## config.mk

```make
export PLATFORM = sky130hd
export DESIGN_NAME = gcd_sub_engine
export DESIGN_NICKNAME = d
export VERILOG_FILES = /design/src/rtl/gcd_pkg.sv /design/src/rtl/gcd_step_sel.sv /design/src/rtl/gcd_flags.sv /design/src/rtl/gcd_sub_engine.sv
export SDC_FILE = /design/constraint.sdc
export NUM_CORES = 1
export LEC_CHECK = 0
export BUFFER_PORTS_ARGS = -buffer_cell sky130_fd_sc_hd__buf_2
export CAP_MARGIN = 25
export CORE_MARGIN = 2
export CORE_UTILIZATION = 50
export CTS_CLUSTER_DIAMETER = 50
export CTS_CLUSTER_SIZE = 28
export DETAILED_ROUTE_END_ITERATION = 10
export PLACE_DENSITY = 0.81
export SLEW_MARGIN = 20
export SYNTH_ARGS = -nofsm -noshare
export SYNTH_HDL_FRONTEND = slang
export SYNTH_SLANG_ARGS = --single-unit
export TNS_END_PERCENT = 10
```

## constraint.sdc

```tcl
create_clock -name clk -period 3.8 [get_ports clk]
set_input_delay 0.19 -clock clk [delete_from_list [all_inputs] [get_ports clk]]
set_output_delay 0.19 -clock clk [all_outputs]
set_load 0.01 [all_outputs]
```

## src/rtl/gcd_pkg.sv

```systemverilog
package gcd_pkg;
    typedef enum logic [1:0] {
        ACT_HOLD = 2'd0,
        ACT_LOAD = 2'd1,
        ACT_SUB  = 2'd2,
        ACT_SWAP = 2'd3
    } gcd_act_e;
endpackage

```

## src/rtl/gcd_step_sel.sv

```systemverilog
module gcd_step_sel
    import gcd_pkg::*;
#(
    parameter int WIDTH = 32
) (
    input  logic [WIDTH-1:0] x_i,
    input  logic [WIDTH-1:0] y_i,
    input  logic             start_i,
    output gcd_act_e         act_o
);
    logic x_zero;
    logic y_zero;
    logic x_ge_y;

    assign x_zero = (x_i == '0);
    assign y_zero = (y_i == '0);
    assign x_ge_y = (x_i >= y_i);

    // Priority: idle load, idle hold, zero divisor swap, subtract, swap.
    always_comb begin
        if (x_zero) begin
            act_o = start_i ? ACT_LOAD : ACT_HOLD;
        end else if (y_zero) begin
            act_o = ACT_SWAP;
        end else if (x_ge_y) begin
            act_o = ACT_SUB;
        end else begin
            act_o = ACT_SWAP;
        end
    end
endmodule

```

## src/rtl/gcd_flags.sv

```systemverilog
module gcd_flags #(
    parameter int WIDTH = 32
) (
    input  logic [WIDTH-1:0] x_i,
    input  logic [WIDTH-1:0] y_i,
    output logic             busy_o,
    output logic             done_o,
    output logic [WIDTH-1:0] result_o
);
    assign busy_o   = |x_i;
    assign done_o   = ~busy_o;
    assign result_o = y_i;
endmodule

```

## src/rtl/gcd_sub_engine.sv

```systemverilog
module gcd_sub_engine
    import gcd_pkg::*;
#(
    parameter int WIDTH = 32
) (
    input  logic             clk,
    input  logic             rst_n,
    input  logic             start_i,
    input  logic [WIDTH-1:0] opa_i,
    input  logic [WIDTH-1:0] opb_i,
    output logic             busy_o,
    output logic             done_o,
    output logic [WIDTH-1:0] result_o
);
    typedef struct packed {
        logic [WIDTH-1:0] x;
        logic [WIDTH-1:0] y;
    } gcd_regs_t;

    gcd_regs_t st_q;
    gcd_regs_t st_d;
    gcd_act_e  act;
    logic [WIDTH-1:0] diff;

    gcd_step_sel #(.WIDTH(WIDTH)) u_sel (
        .x_i     (st_q.x),
        .y_i     (st_q.y),
        .start_i (start_i),
        .act_o   (act)
    );

    gcd_flags #(.WIDTH(WIDTH)) u_flags (
        .x_i      (st_q.x),
        .y_i      (st_q.y),
        .busy_o   (busy_o),
        .done_o   (done_o),
        .result_o (result_o)
    );

    assign diff = st_q.x - st_q.y;

    always_comb begin
        st_d = st_q;
        unique case (act)
            ACT_LOAD: begin
                st_d.x = opa_i;
                st_d.y = opb_i;
            end
            ACT_SUB: begin
                st_d.x = diff;
            end
            ACT_SWAP: begin
                st_d.x = st_q.y;
                st_d.y = st_q.x;
            end
            default: begin
                st_d = st_q;
            end
        endcase
    end

    always_ff @(posedge clk) begin
        if (!rst_n) begin
            st_q <= '0;
        end else begin
            st_q <= st_d;
        end
    end
endmodule

```

# [Yosys cells after proc, flatten, opt, wreduce, memory -nomap -nowiden]
# Cells that the tools add are included.
[totals] reg_bits=64
[op_classes] n_reduce_logical=5 order_cmp=1 n_addsub=1 n_bitwise=1 n_mux=6 n_eq_ne=3
[ops] operator="$pmux 32 s3" count=1
[ops] operator="$logic_not 32->1" count=2
[ops] operator="$pmux 32 s2" count=1
[ops] operator="$ge 32x32->1" count=1
[ops] operator="$reduce_or 32->1" count=1
[ops] operator="$sub 32x32->32" count=1
[ops] operator="$eq 2x2->1 const B" count=2
[ops] operator="$mux 2" count=2
[ops] operator="$reduce_bool 3->1" count=1
[ops] operator="$eq 2x1->1 const B" count=1
[ops] operator="$mux 1" count=2
[ops] operator="$reduce_bool 2->1" count=1
[ops] operator="$not 1->1" count=1

# [Depth between registers and ports, before layout]
[logic_depth] depth_word=6 depth_mapped=13

# [Modules after synthesis]
# Synthesis repeated with hierarchy kept, for this count alone.
[unflattened] cells_unflattened=716 area_unflattened_um2=6137.1
[by_module_without_submodules] mod="gcd_sub_engine" area_per_inst_um2=4850.9 instances=1 seq_area_each_um2=1281.2 cells_per_inst=538
[by_module_without_submodules] mod="gcd_step_sel" area_per_inst_um2=967.2 instances=1 seq_area_each_um2=0.0 cells_per_inst=134
[by_module_without_submodules] mod="gcd_flags" area_per_inst_um2=319.1 instances=1 seq_area_each_um2=0.0 cells_per_inst=44

# [Worst setup path after synthesis]
# No wires, ideal clock.
[synth_path] path_kind="register -> register" from="register st_q[0] in the netlist's numbering" to="register st_q[10] in the netlist's numbering" setup_time_ns=0.119 stages_incl_launch_ff=13 slack_ns=1.019 n_path_buf=1 required_time_ns=3.681 t_arrival_ns=2.662 path_cell_list="dfxtp_1 > ha_1 > inv_1 > fa_1 > a211oi_2 > o211ai_2 > a21oi_2 > o21ai_2 > o21a_1 > nor2_4 > nand2_1 > buf_2 > o221a_2"
[synth_via] elab_chain_len=6
[synth_rtl] item="start: declaration" line_no="gcd_sub_engine.sv:20" source="gcd_regs_t st_q;"
[synth_rtl] item="start signal: assignment" line_no="gcd_sub_engine.sv:66" source="st_q <= st_d;"
[synth_rtl] item="$ge 32x32->1" line_no="gcd_step_sel.sv:17" source="assign x_ge_y = (x_i >= y_i);"
[synth_rtl] item="$mux 1" line_no="gcd_step_sel.sv:25" source="end else if (x_ge_y) begin"
[synth_rtl] item="$mux 2 (*)" line_no="gcd_step_sel.sv:23" source="end else if (y_zero) begin"
[synth_rtl] item="$mux 2 (*)" line_no="gcd_step_sel.sv:21" source="if (x_zero) begin"
[synth_rtl] item="$eq 2x2->1 or $eq 2x1->1 (tied branches)" line_no="gcd_sub_engine.sv:44" source="unique case (act)"
[synth_rtl] item="$pmux 32 s2 or $reduce_bool 2->1 (tied branches)"
# Every way passes the cells marked *; elsewhere a longest branch is shown, timed or not.
# A chain may end at the register's enable or synchronous reset.

# [Final worst setup path]
[layout_path] from="register st_q[0] in the netlist's numbering" to="register st_q[59] in the netlist's numbering"
[layout_via] elab_chain_len=6
[layout_rtl] item="$ge 32x32->1" line_no="gcd_step_sel.sv:17"
[layout_rtl] item="$mux 1" line_no="gcd_step_sel.sv:25"
[layout_rtl] item="$mux 2" line_no="gcd_step_sel.sv:23"
[layout_rtl] item="$mux 2" line_no="gcd_step_sel.sv:21"
[layout_rtl] item="$eq 2x2->1 or $eq 2x1->1 (tied branches)" line_no="gcd_sub_engine.sv:44"
[layout_rtl] item="$pmux 32 s3 or $reduce_bool 3->1 (tied branches)"
# Parallel ways exist; a longest one is shown, timed or not.

==> summary.md <==
| Metric | Value |
|---|---|
| # rows | 37 |
| Endpoints failing setup | 0 |
| Wire length of the first global-routing pass | 25400 um |
| Layout Skew | 7.20 ps |
| Seq/Total Area, Yosys | 24.5% |
| Status | finished, final reports clean |
| Longest Clk Path Bufs | 2 |
| CP endpoint | st_q[59]$_SDFFE_PN0P_ |
| Max_slew headroom | 58.1% |
| Area of the mapped netlist | 5230 um^2 |
| Crit path from | st_q[0]$_SDFFE_PN0P_ |
| FF-to-FF End | st_q[59]$_SDFFE_PN0P_ |
| Fin nets | around 820 |
| Crit end category | flip-flop |
| # hold bufs at CTS | 0 |
| Via count of the routed design | 5344 |
| Commonest non-fill, non-tap cells in the layout | nor2_1 (104), buf_2 (100), dfxtp_1 (64) |
| Period utilisation layout | 85.9% |
| Placed instance area | between 5000 and 6000 um^2 |
| Via-per-instance ratio | 6.20 |
| Yosys cell types | 75 |
| TritonCTS clock tree | yes |
| Power Density | around 1100 nW/um^2 |
| VDD IR max | slightly below 0.0005 V |
| Critical path peak fanout | 17 |
| Max reg flops | 64 |
| Core Box Area | 10200 um^2 |
| Crit Reg-Reg Startpoint | st_q[0]$_SDFFE_PN0P_ |
| Number of setup buffers added after CTS | 0 |
| Die area | 11300 um^2 |
| Ys async rst share | 0% |
| Hold Path Cell Cnt | 3 |
| Slowest cell on the critical path | fa_1 |
| Vias in the first global route | around 5200 |
| Syn_area_per_cell | 7.84 um^2 |
| Required @ worst endpoint | 4040 ps |
| Commonest non-fill, non-tap cell in the layout | nor2_1 |
| CP startpoint kind | flip-flop |
| Max Slew Vio Count | 0 |
| Max_cap viols | 0 |
| Largest net degree at the start of global routing | 42 |
| CTS clk-pin slew, worst paths | 70 ps |
| Worst R2R Setup Slack | 530 ps |
| R2R depth | 12 |
| CP delay by family, top | compound AO/OA/AOI/OAI gates |
| Crit path arrival time | ~3500 ps |
| Drt pass-1 iters | 6 |
| DRC viols | 0 |
| Leak pwr | approximately 2.5 nW |
| Buffers plus inverters on the worst setup path | 2 |
| Total CTS buffers | 9 |
| Flops & latches, synth | 64 |
| Top flop regs | st_q x64 |
| RD Place Congestion | ~1.1 |
| Worst path max stage delay | between 400 and 500 ps |
| GRT overflow | 0 |
| Post-synth EDFFs | 0 |
| Skew-Pair Late Insertion Delay | 340 ps |
| H-Tree Depth | 3 |
| Fmax | roughly 310 MHz |
| Biggest register | st_q |
| DR iter-0 viols | 420 |
| CTS root buf | clkbuf_8 |
| Cell Chain, Critical Path | ha_1, inv_1, fa_1, a211oi_2, o211ai_2, a21oi_2, o21ai_2, o21a_1, nor2_4, buf_4, nand2_1, a311oi_1 |
| Die Ht | ~110 um |
| Kind of critical path | reg -> reg |
| Final WL | 15700 um |
| Synth Instances | 667 |
| Share of layout cells above drive strength 1 | 23.1% |
| CTS Sinks | 64 |
| Detailed Place HPWL | 11200 um |
| Post-route design area | 5710 um^2 |
| RSZ-0062 raised after global routing | false |
| Wirelength per Cell | 18.2 um |
| # resized after CTS | 0 |
| # port buffers | 100 |
| HP Class | in -> reg |
| Initial Util | 51.1% |
| Worst slew pin tran | 620 ps |
| Die W | 106 um |
| # diodes | 0 |
| Minimum clock period | 3270 ps |
| Total Routing Usage GR | between 20% and 30% |
| Final ANT Viol Nets | 0 |
| Syn. warnings | 0 |
| Initial antenna violation count | 0 |
| Final hold vios | 0 |
| CP Depth | 12 |
| Ys flop type | dfxtp_1 |
| Top Ports | 101 |
| Area Growth Syn to Fin | 9.12% |
| Setup_tns | 0 ps |
| Post-Syn Nets | 767 |
stage by stage:
stage	hold slack, ps	instances	worst slack, ps	total power [mW]	util [%]
after floorplan	320	667	1020	4.64	-
after global placement	432	849	736	5.36	54.0
after detailed placement	465	849	591	5.48	54.0
after CTS	106	862	575	6.07	55.8
after global routing	117	862	354	6.63	55.8
final	114	862	534	6.17	55.8
cells in the mapped netlist (15+ instances only):
library cell	count	area share [%]
a211oi_1	15	2.2
nor3_1	18	1.7
o21ai_0	16	1.5
nand2_1	49	3.5
o221a_2	16	3.4
nor2_1	104	7.5
clkbuf_1	16	1.1
inv_1	38	2.7
buf_4	32	4.6
nor4_1	16	1.9
dfxtp_1	64	25
o221a_1	17	3.7
ha_1	32	7.7
a21oi_1	46	4.4
cell type report:
| type | count | area [um^2] |
|---|---|---|
| flip-flops and latches | 64 | 1280 |
| fillers | 964 | 4530 |
| multi-input cells | 497 | 3330 |
| clock buffers | 13 | 179 |
| well taps | 136 | 170 |
| inverters | 40 | 150 |
| repair buffers | 112 | 591 |
metal layers:
metal	track usage (%)	up-vias	share of wire, %
li1	-	2529	-
met1	36.3	2473	42
met2	45.2	288	45
met3	5.46	54	9.5
met4	11.9	0	3.5
met5	0	-	0
tightest hold or removal path: stages:
cell     delay, ps
buf_2           70
nand3_1         60
o21ai_0         90
how the worst min path moves through the flow:
stage	startpoint	to	slack (ps)
after global placement	opa_i[22]	st_q[54]$_SDFFE_PN0P_	430
after floorplan	opa_i[22]	st_q[54]$_SDFFE_PN0P_	320
after global routing	opa_i[19]	st_q[51]$_SDFFE_PN0P_	120
final	opa_i[22]	st_q[54]$_SDFFE_PN0P_	110
after CTS	opa_i[21]	st_q[53]$_SDFFE_PN0P_	110
after detailed placement	opa_i[19]	st_q[51]$_SDFFE_PN0P_	470
cells by family after synthesis:
logic type                 count (synthesis)  share of synthesized area [%]
DFF                                       64                           24.5
and+or+nand+nor                          240                           21.2
AOI/OAI and AO/OA                        196                           29.6
adders and majority gates                 33                           8.04
muxes                                      6                           1.27
xor gates and xnor gates                  22                           3.69
buffers and inverters                    106                           11.7
power breakdown:
group	total [mW]	internal (mW)	leakage, nW	switching [mW]
sequential	1.16	0.907	0.528	0.256
clock	0.549	0.298	0.0935	0.252
combinational	4.46	1.86	1.90	2.60
Power figures use the tool's default switching activity.
